**src/rtl/fwd_pkg.sv**
```systemverilog
package fwd_pkg;

  localparam int NUM_OPS = 2;

  typedef enum logic [1:0] {
    SEL_RF    = 2'b00,
    SEL_MEMWB = 2'b01,
    SEL_EXMEM = 2'b10
  } fwdSel_e;

  typedef struct packed {
    fwdSel_e [NUM_OPS-1:0] aluSel;
    fwdSel_e [NUM_OPS-1:0] brSel;
  } fwdStrobes_t;

endpackage

```
**src/rtl/fwd_select_ctrl.sv**
```systemverilog
module fwd_select_ctrl
  import fwd_pkg::*;
#(
  parameter int REG_AW = 5
) (
  input  logic [NUM_OPS-1:0][REG_AW-1:0] exSrc,
  input  logic [NUM_OPS-1:0][REG_AW-1:0] idSrc,
  input  logic                           exMemWrEn,
  input  logic [REG_AW-1:0]              exMemDest,
  input  logic                           memWbWrEn,
  input  logic [REG_AW-1:0]              memWbDest,
  output fwdStrobes_t                    strobes
);

  localparam logic [REG_AW-1:0] ZERO_REG = '0;

  // A producer is live only if it writes and does not target the zero register.
  logic exMemLive;
  logic memWbLive;
  assign exMemLive = exMemWrEn && (exMemDest != ZERO_REG);
  assign memWbLive = memWbWrEn && (memWbDest != ZERO_REG);

  fwdSel_e [NUM_OPS-1:0] aluSelW;
  fwdSel_e [NUM_OPS-1:0] brSelW;

  for (genvar op = 0; op < NUM_OPS; op++) begin : g_op
    logic exHit;
    logic wbHit;
    logic idHit;

    assign exHit = exMemLive && (exMemDest == exSrc[op]);
    assign wbHit = memWbLive && (memWbDest == exSrc[op]);
    assign idHit = exMemLive && (exMemDest == idSrc[op]);

    // Younger producer (execute/memory) has priority.
    always_comb begin
      if (exHit)      aluSelW[op] = SEL_EXMEM;
      else if (wbHit) aluSelW[op] = SEL_MEMWB;
      else            aluSelW[op] = SEL_RF;
    end

    // Writeback match needs no bypass: the register file writes first.
    assign brSelW[op] = idHit ? SEL_EXMEM : SEL_RF;

    always_comb begin
      assert_no_bad_code_R10: assert (aluSelW[op] != 2'b11 && brSelW[op] != 2'b11)
        else $error("illegal select code on operand %0d", op);
      if (exSrc[op] == ZERO_REG) begin
        assert_zero_alu_R5: assert (aluSelW[op] == SEL_RF)
          else $error("register 0 forwarded to ALU operand %0d", op);
      end
      if (idSrc[op] == ZERO_REG) begin
        assert_zero_br_R5: assert (brSelW[op] == SEL_RF)
          else $error("register 0 forwarded to branch operand %0d", op);
      end
      if (!exMemWrEn && !memWbWrEn) begin
        assert_no_writer_R6: assert (aluSelW[op] == SEL_RF && brSelW[op] == SEL_RF)
          else $error("forward with both write enables clear, operand %0d", op);
      end
      if (exMemWrEn && memWbWrEn && exMemDest == memWbDest && exMemDest == exSrc[op]
          && exSrc[op] != ZERO_REG) begin
        assert_younger_wins_R4: assert (aluSelW[op] == SEL_EXMEM)
          else $error("double match did not pick execute/memory, operand %0d", op);
      end
      assert_br_no_wb_R8: assert (brSelW[op] != SEL_MEMWB)
        else $error("branch operand %0d selected writeback path", op);
    end
  end : g_op

  assign strobes.aluSel = aluSelW;
  assign strobes.brSel  = brSelW;

endmodule

```
**src/rtl/fwd_operand_mux.sv**
```systemverilog
module fwd_operand_mux
  import fwd_pkg::*;
#(
  parameter int DATA_W = 32
) (
  input  fwdStrobes_t                    strobes,
  input  logic [NUM_OPS-1:0][DATA_W-1:0] exRf,
  input  logic [NUM_OPS-1:0][DATA_W-1:0] idRf,
  input  logic [DATA_W-1:0]              exMemAluRes,
  input  logic                           memWbIsLoad,
  input  logic [DATA_W-1:0]              memWbAluRes,
  input  logic [DATA_W-1:0]              memWbLoadData,
  output logic [NUM_OPS-1:0][DATA_W-1:0] aluOp,
  output logic [NUM_OPS-1:0][DATA_W-1:0] brOp
);

  // The value a writeback-stage producer is about to commit.
  logic [DATA_W-1:0] memWbResult;
  assign memWbResult = memWbIsLoad ? memWbLoadData : memWbAluRes;

  for (genvar op = 0; op < NUM_OPS; op++) begin : g_mux
    always_comb begin
      unique case (strobes.aluSel[op])
        SEL_EXMEM: aluOp[op] = exMemAluRes;
        SEL_MEMWB: aluOp[op] = memWbResult;
        default:   aluOp[op] = exRf[op];
      endcase
    end

    always_comb begin
      if (strobes.brSel[op] == SEL_EXMEM) brOp[op] = exMemAluRes;
      else                                brOp[op] = idRf[op];
    end
  end : g_mux

endmodule

```
**src/rtl/operand_bypass_unit.sv**
```systemverilog
module operand_bypass_unit
  import fwd_pkg::*;
#(
  parameter int DATA_W = 32,
  parameter int REG_AW = 5
) (
  input  logic [REG_AW-1:0] exSrcA,
  input  logic [REG_AW-1:0] exSrcB,
  input  logic [DATA_W-1:0] exRfA,
  input  logic [DATA_W-1:0] exRfB,
  input  logic [REG_AW-1:0] idSrcA,
  input  logic [REG_AW-1:0] idSrcB,
  input  logic [DATA_W-1:0] idRfA,
  input  logic [DATA_W-1:0] idRfB,
  input  logic              exMemWrEn,
  input  logic [REG_AW-1:0] exMemDest,
  input  logic [DATA_W-1:0] exMemAluRes,
  input  logic              memWbWrEn,
  input  logic [REG_AW-1:0] memWbDest,
  input  logic              memWbIsLoad,
  input  logic [DATA_W-1:0] memWbAluRes,
  input  logic [DATA_W-1:0] memWbLoadData,
  output logic [1:0]        aluSelA,
  output logic [1:0]        aluSelB,
  output logic [DATA_W-1:0] aluOpA,
  output logic [DATA_W-1:0] aluOpB,
  output logic [1:0]        brSelA,
  output logic [1:0]        brSelB,
  output logic [DATA_W-1:0] brOpA,
  output logic [DATA_W-1:0] brOpB
);

  fwdStrobes_t strobes;
  logic [NUM_OPS-1:0][DATA_W-1:0] aluOpW;
  logic [NUM_OPS-1:0][DATA_W-1:0] brOpW;

  fwd_select_ctrl #(.REG_AW(REG_AW)) u_ctrl (
    .exSrc     ({exSrcB, exSrcA}),
    .idSrc     ({idSrcB, idSrcA}),
    .exMemWrEn (exMemWrEn),
    .exMemDest (exMemDest),
    .memWbWrEn (memWbWrEn),
    .memWbDest (memWbDest),
    .strobes   (strobes)
  );

  fwd_operand_mux #(.DATA_W(DATA_W)) u_mux (
    .strobes       (strobes),
    .exRf          ({exRfB, exRfA}),
    .idRf          ({idRfB, idRfA}),
    .exMemAluRes   (exMemAluRes),
    .memWbIsLoad   (memWbIsLoad),
    .memWbAluRes   (memWbAluRes),
    .memWbLoadData (memWbLoadData),
    .aluOp         (aluOpW),
    .brOp          (brOpW)
  );

  assign aluSelA = strobes.aluSel[0];
  assign aluSelB = strobes.aluSel[1];
  assign brSelA  = strobes.brSel[0];
  assign brSelB  = strobes.brSel[1];
  assign aluOpA  = aluOpW[0];
  assign aluOpB  = aluOpW[1];
  assign brOpA   = brOpW[0];
  assign brOpB   = brOpW[1];

endmodule

```
**config.mk**
```make
export PLATFORM = sky130hd
export DESIGN_NAME = operand_bypass_unit
export DESIGN_NICKNAME = d
export VERILOG_FILES = /design/src/rtl/fwd_pkg.sv /design/src/rtl/fwd_select_ctrl.sv /design/src/rtl/fwd_operand_mux.sv /design/src/rtl/operand_bypass_unit.sv
export SDC_FILE = /design/constraint.sdc
export NUM_CORES = 1
export LEC_CHECK = 0
export BUFFER_PORTS_ARGS = -buffer_cell sky130_fd_sc_hd__clkbuf_2
export CORE_AREA = 2 2 151 153
export DETAILED_ROUTE_END_ITERATION = 12
export DIE_AREA = 0 0 153 155
export PLACE_DENSITY_LB_ADDON = 0.15
export SLEW_MARGIN = 20
export SYNTH_ARGS = -nofsm -noshare
export SYNTH_HDL_FRONTEND = slang
export SYNTH_SLANG_ARGS = --single-unit
export TNS_END_PERCENT = 5
```
**constraint.sdc**
```tcl
create_clock -name vclk -period 3.6
set_input_delay 0.36 -clock vclk [all_inputs]
set_output_delay 0.36 -clock vclk [all_outputs]
set_load 0.05 [all_outputs]
```
## After elaboration in Yosys (flattened, before gate mapping)

Index checks and enable logic that the tools add are counted.

- Register bits after elaboration: 0
- Logic and storage cells: 33
- Output and inout bits: 136

- Equal/unequal tests: 12
- Mux-type cells: 11
- Reduce and logical (&&, ||, !) cells: 10

Operator list:

| kind | count |
|---|---|
| one-hot mux 32 bit (2 select lines) | 2 |
| two-way mux 32 bit | 3 |
| equality test 5 bit | 6 |
| nonzero test 5 bit | 2 |
| equality test 2 bit, second input constant | 4 |
| logical AND 1 bit | 8 |
| two-way mux 2 bit | 4 |
| equality test 2 x 1 -> 1 bit, second input constant | 2 |
| two-way mux 1 bit | 2 |

## Longest topological paths before layout

- Word-level depth: 7
- Gate-level depth with buffers: 7
- Mapped depth without buffers: 4

## By module

Synthesis repeated with hierarchy kept, for this count alone.

- Cell total of the unflattened synthesis: 398
- Area, all modules: 3339.5 um2

Modules (own cells, without submodules):

| module | area each (um2) | sequential area each (um2) | cells each | times used |
|---|---|---|---|---|
| fwd_operand_mux | 2857.7 | 0.0 | 338 | 1 |
| fwd_select_ctrl | 481.7 | 0.0 | 60 | 1 |

## Worst setup path before layout

OpenSTA, ideal clock, no wires.

- Kind: input to output
- Start: input exMemDest[4]
- End: output aluOpA[23]
- Path slack: 402 ps
- Path buffers: 3
- Stages on the path: 7
- Data arrival time: 2838 ps
- Required time: 3240 ps
- Path through: buf_2 > or4_1 > o21a_1 > and3_1 > buf_2 > buf_6 > o31ai_1

- Cells in the longest elaborated chain, start to end: 6
- Elaborated cells between the ends (all ways): 8

RTL lines:

| element | RTL line | RTL |
|---|---|---|
| start: declaration | operand_bypass_unit.sv:16 | `input logic [REG_AW-1:0] exMemDest,` |
| nonzero test 5 bit | fwd_select_ctrl.sv:20 | `assign exMemLive = exMemWrEn && (exMemDest != ZERO_REG);` |
| logical AND 1 bit | fwd_select_ctrl.sv:20 |  |
| logical AND 1 bit (*) | fwd_select_ctrl.sv:31 | `assign exHit = exMemLive && (exMemDest == exSrc[op]);` |
| named net u_ctrl.g_op[0].exHit | fwd_select_ctrl.sv:27 | `logic exHit;` |
| two-way mux 2 bit (*) | fwd_select_ctrl.sv:37 | `if (exHit) aluSelW[op] = SEL_EXMEM;` |
| equality test 2 x 1 -> 1 bit / equality test 2 bit (equally long branches) | fwd_operand_mux.sv:23 | `unique case (strobes.aluSel[op])` |
| one-hot mux 32 bit (2 select lines) (*) | fwd_operand_mux.sv:23 |  |
| end: declaration | operand_bypass_unit.sv:25 | `output logic [DATA_W-1:0] aluOpA,` |

The timed path passes the listed nets; every way through them passes the cells marked *.

## Worst setup path after layout

- Start: input exMemDest[3]
- End: output aluOpB[6]

- Cells in the longest elaborated chain, start to end: 6
- Elaborated cells between the ends (all ways): 8

RTL lines:

| element | RTL line | RTL |
|---|---|---|
| nonzero test 5 bit | fwd_select_ctrl.sv:20 |  |
| logical AND 1 bit | fwd_select_ctrl.sv:20 |  |
| logical AND 1 bit (*) | fwd_select_ctrl.sv:31 |  |
| two-way mux 2 bit (*) | fwd_select_ctrl.sv:37 |  |
| equality test 2 x 1 -> 1 bit / equality test 2 bit (equally long branches) | fwd_operand_mux.sv:23 |  |
| one-hot mux 32 bit (2 select lines) (*) | fwd_operand_mux.sv:23 |  |
| end: declaration | operand_bypass_unit.sv:26 | `output logic [DATA_W-1:0] aluOpB,` |

Mark *: on every way between the ends. The rest lies on a longest branch, timed or not.

==> results.txt <==
Final net count - 1076
First-pass detailed-route iteration total - 4
Post-CTS setup buffer count - 0
Total negative slack - 0 ps
Mapped cell area - 3974 um2
Post-synthesis mux area share - 0.3168
CP endpoint - aluOpB[6]
Ys Warns - 0
Total wire length - 22.91 mm
Count of final setup violators - 0
Commonest non-fill, non-tap cell in the layout - clkbuf_2
Post-synth cell types - 21
Main combinational cell family by area after synthesis - multiplexers
Max frequency - 0.3187 GHz
Critical path class - input pin to output port
Post-synthesis sequential area ratio - 0
Period utilization - 0.8716
Slew @ Worst Pin - 903.4 ps
Max Slew Vio Count - 0
Starting Density - 0.1788
Drt initial violations - 269
Row cnt - 55
CP Launch Point - exMemDest[3]
Synth top area cells - mux2_4 (22%), and4_1 (15%), o31ai_1 (12%)
CP Launch Type - input pin
Status - finished, final reports clean
Initial antenna violation count - 0
Sequential cell count - 0
Synth Area in Simple Gates - 0.2689
Post-DR wirelength/cell - 20.79 um
Peak VDD IR - 0.05941 mV
Final Hold Viols - 0
Tightest hold margin - 1177 ps
Critical Path RT - 3240 ps
Layout cells sized above 1 - 0.5985
Synth Area in Adders - 0
Port bufs - 391
Number of I/O pins - 393
Normalized max-slew margin - 0.3963
Tot GR Track Use - 0.1775
Post-DP HPWL - 17.63 mm
Core ar. - 22230 um2
PwrDens - 180.0 nW/um2
Post-synthesis xor/xnor area fraction - 0.06612
Nature of the critical path endpoint - output port
RSZ-0062 raised after global routing - no
Hold crit path type - input pin to output port
CP max FO - 34
Fin crit period - 3138 ps
Synth top area share - 0.2191
P_leak - 2.962 nW
Max Cap Violations - 0
Clk_buf instances - 0
Routability cong. - 0.8305
Congestion Overflow GR - 0
Commonest cells after routing, fill and taps aside - clkbuf_2 (391), a31oi_1 (64), and4_1 (64), nand4_1 (64), o31ai_1 (64)
Die Ht - 155 um
Hold_buf cts - 0
Global-route wire length before repair - 33.64 mm
DR vias - 5608
Ant. Diodes - 0
# DRC - 0
Yosys top cell by area - mux2_4
Vias per Instance - 5.089
Largest net degree at the start of global routing - 82
DIE AREA - 23720 um2
Crit path DAT - 2780 ps
PostCTS Resize Cnt - 0
Syn Inst Count - 497
Mean post-synth cell area - 7.996 um2
Vias in the first global route - 5676
DIE WIDTH - 153 um
Routed Antenna Nets - 0
Area growth, synth to finish - 53.09%
FF/Latch Area - 0 um2
Synth Area in Compound Gates - 0.2254
[how the worst min path moves through the flow]
stage	startpoint	end	slack [ps]	cells past startpoint
after floorplan	exMemAluRes[10]	brOpA[10]	940	1
after global placement	idRfB[2]	brOpB[2]	1180	3
after detailed placement	idRfA[21]	brOpA[21]	1180	3
after CTS	idRfA[21]	brOpA[21]	1180	3
after global routing	idRfA[8]	brOpA[8]	1190	3
final	idRfA[7]	brOpA[7]	1180	3
[critical path, stage by stage]
cell and delay, ps:
clkbuf_2 150, or4_1 540, o21a_2 250, and3_2 470
o31ai_1 620, clkbuf_2 380
[layer usage]
metal	vias up	wire, um	track usage	part of all wire
li1	2690	-	-	-
met1	2621	9119	0.2171	0.40
met2	275	11960	0.3400	0.52
met3	22	1469	0.01755	0.064
met4	0	363	0.02910	0.016
met5	-	0	0	0
[synth_stat cells, types with 3 or more instances]
| cell type | number |
|---|---|
| a31oi_1 | 64 |
| buf_2 | 3 |
| and4_1 | 66 |
| buf_1 | 5 |
| mux2i_1 | 32 |
| xor2_1 | 26 |
| mux2_2 | 6 |
| buf_6 | 15 |
| xnor2_1 | 4 |
| clkbuf_1 | 63 |
| nor3_1 | 6 |
| buf_4 | 6 |
| nor2_1 | 6 |
| nand4_1 | 64 |
| o31ai_1 | 64 |
| mux2_4 | 58 |
[power breakdown]
| part | switching, mW | internal [mW] | leakage, nW |
|---|---|---|---|
| sequential | 0 | 0 | 0 |
| clock | 0 | 0 | 0 |
| combinational | 0.761 | 0.333 | 2.96 |
[cell type report]
class	instances	area (um2)
multi-input cells	406	3557
repair buffers	411	2170
well taps	285	356.6
fillers	2553	16140
[per-stage QoR]
step	power, mW	cells	area [um2]	setup WS, ps	utilization
final	1.095	1102	6083	462.1	0.2737
after global placement	1.105	1102	6083	533.5	0.2737
after CTS	1.103	1102	6083	485.5	0.2737
after global routing	1.158	1102	6083	396.3	0.2737
after detailed placement	1.102	1102	6083	488.6	0.2737
after floorplan	0.7134	498	3978	401.5	-
[cells by family after synthesis]
kind of cell | after synthesis
AO/OA/AOI/OAI | 130
AND/OR/NAND/NOR | 148
other | 1
multiplexers | 96
buffers and inverters | 92
XOR/XNOR | 30
Power figures use the tool's default switching activity.
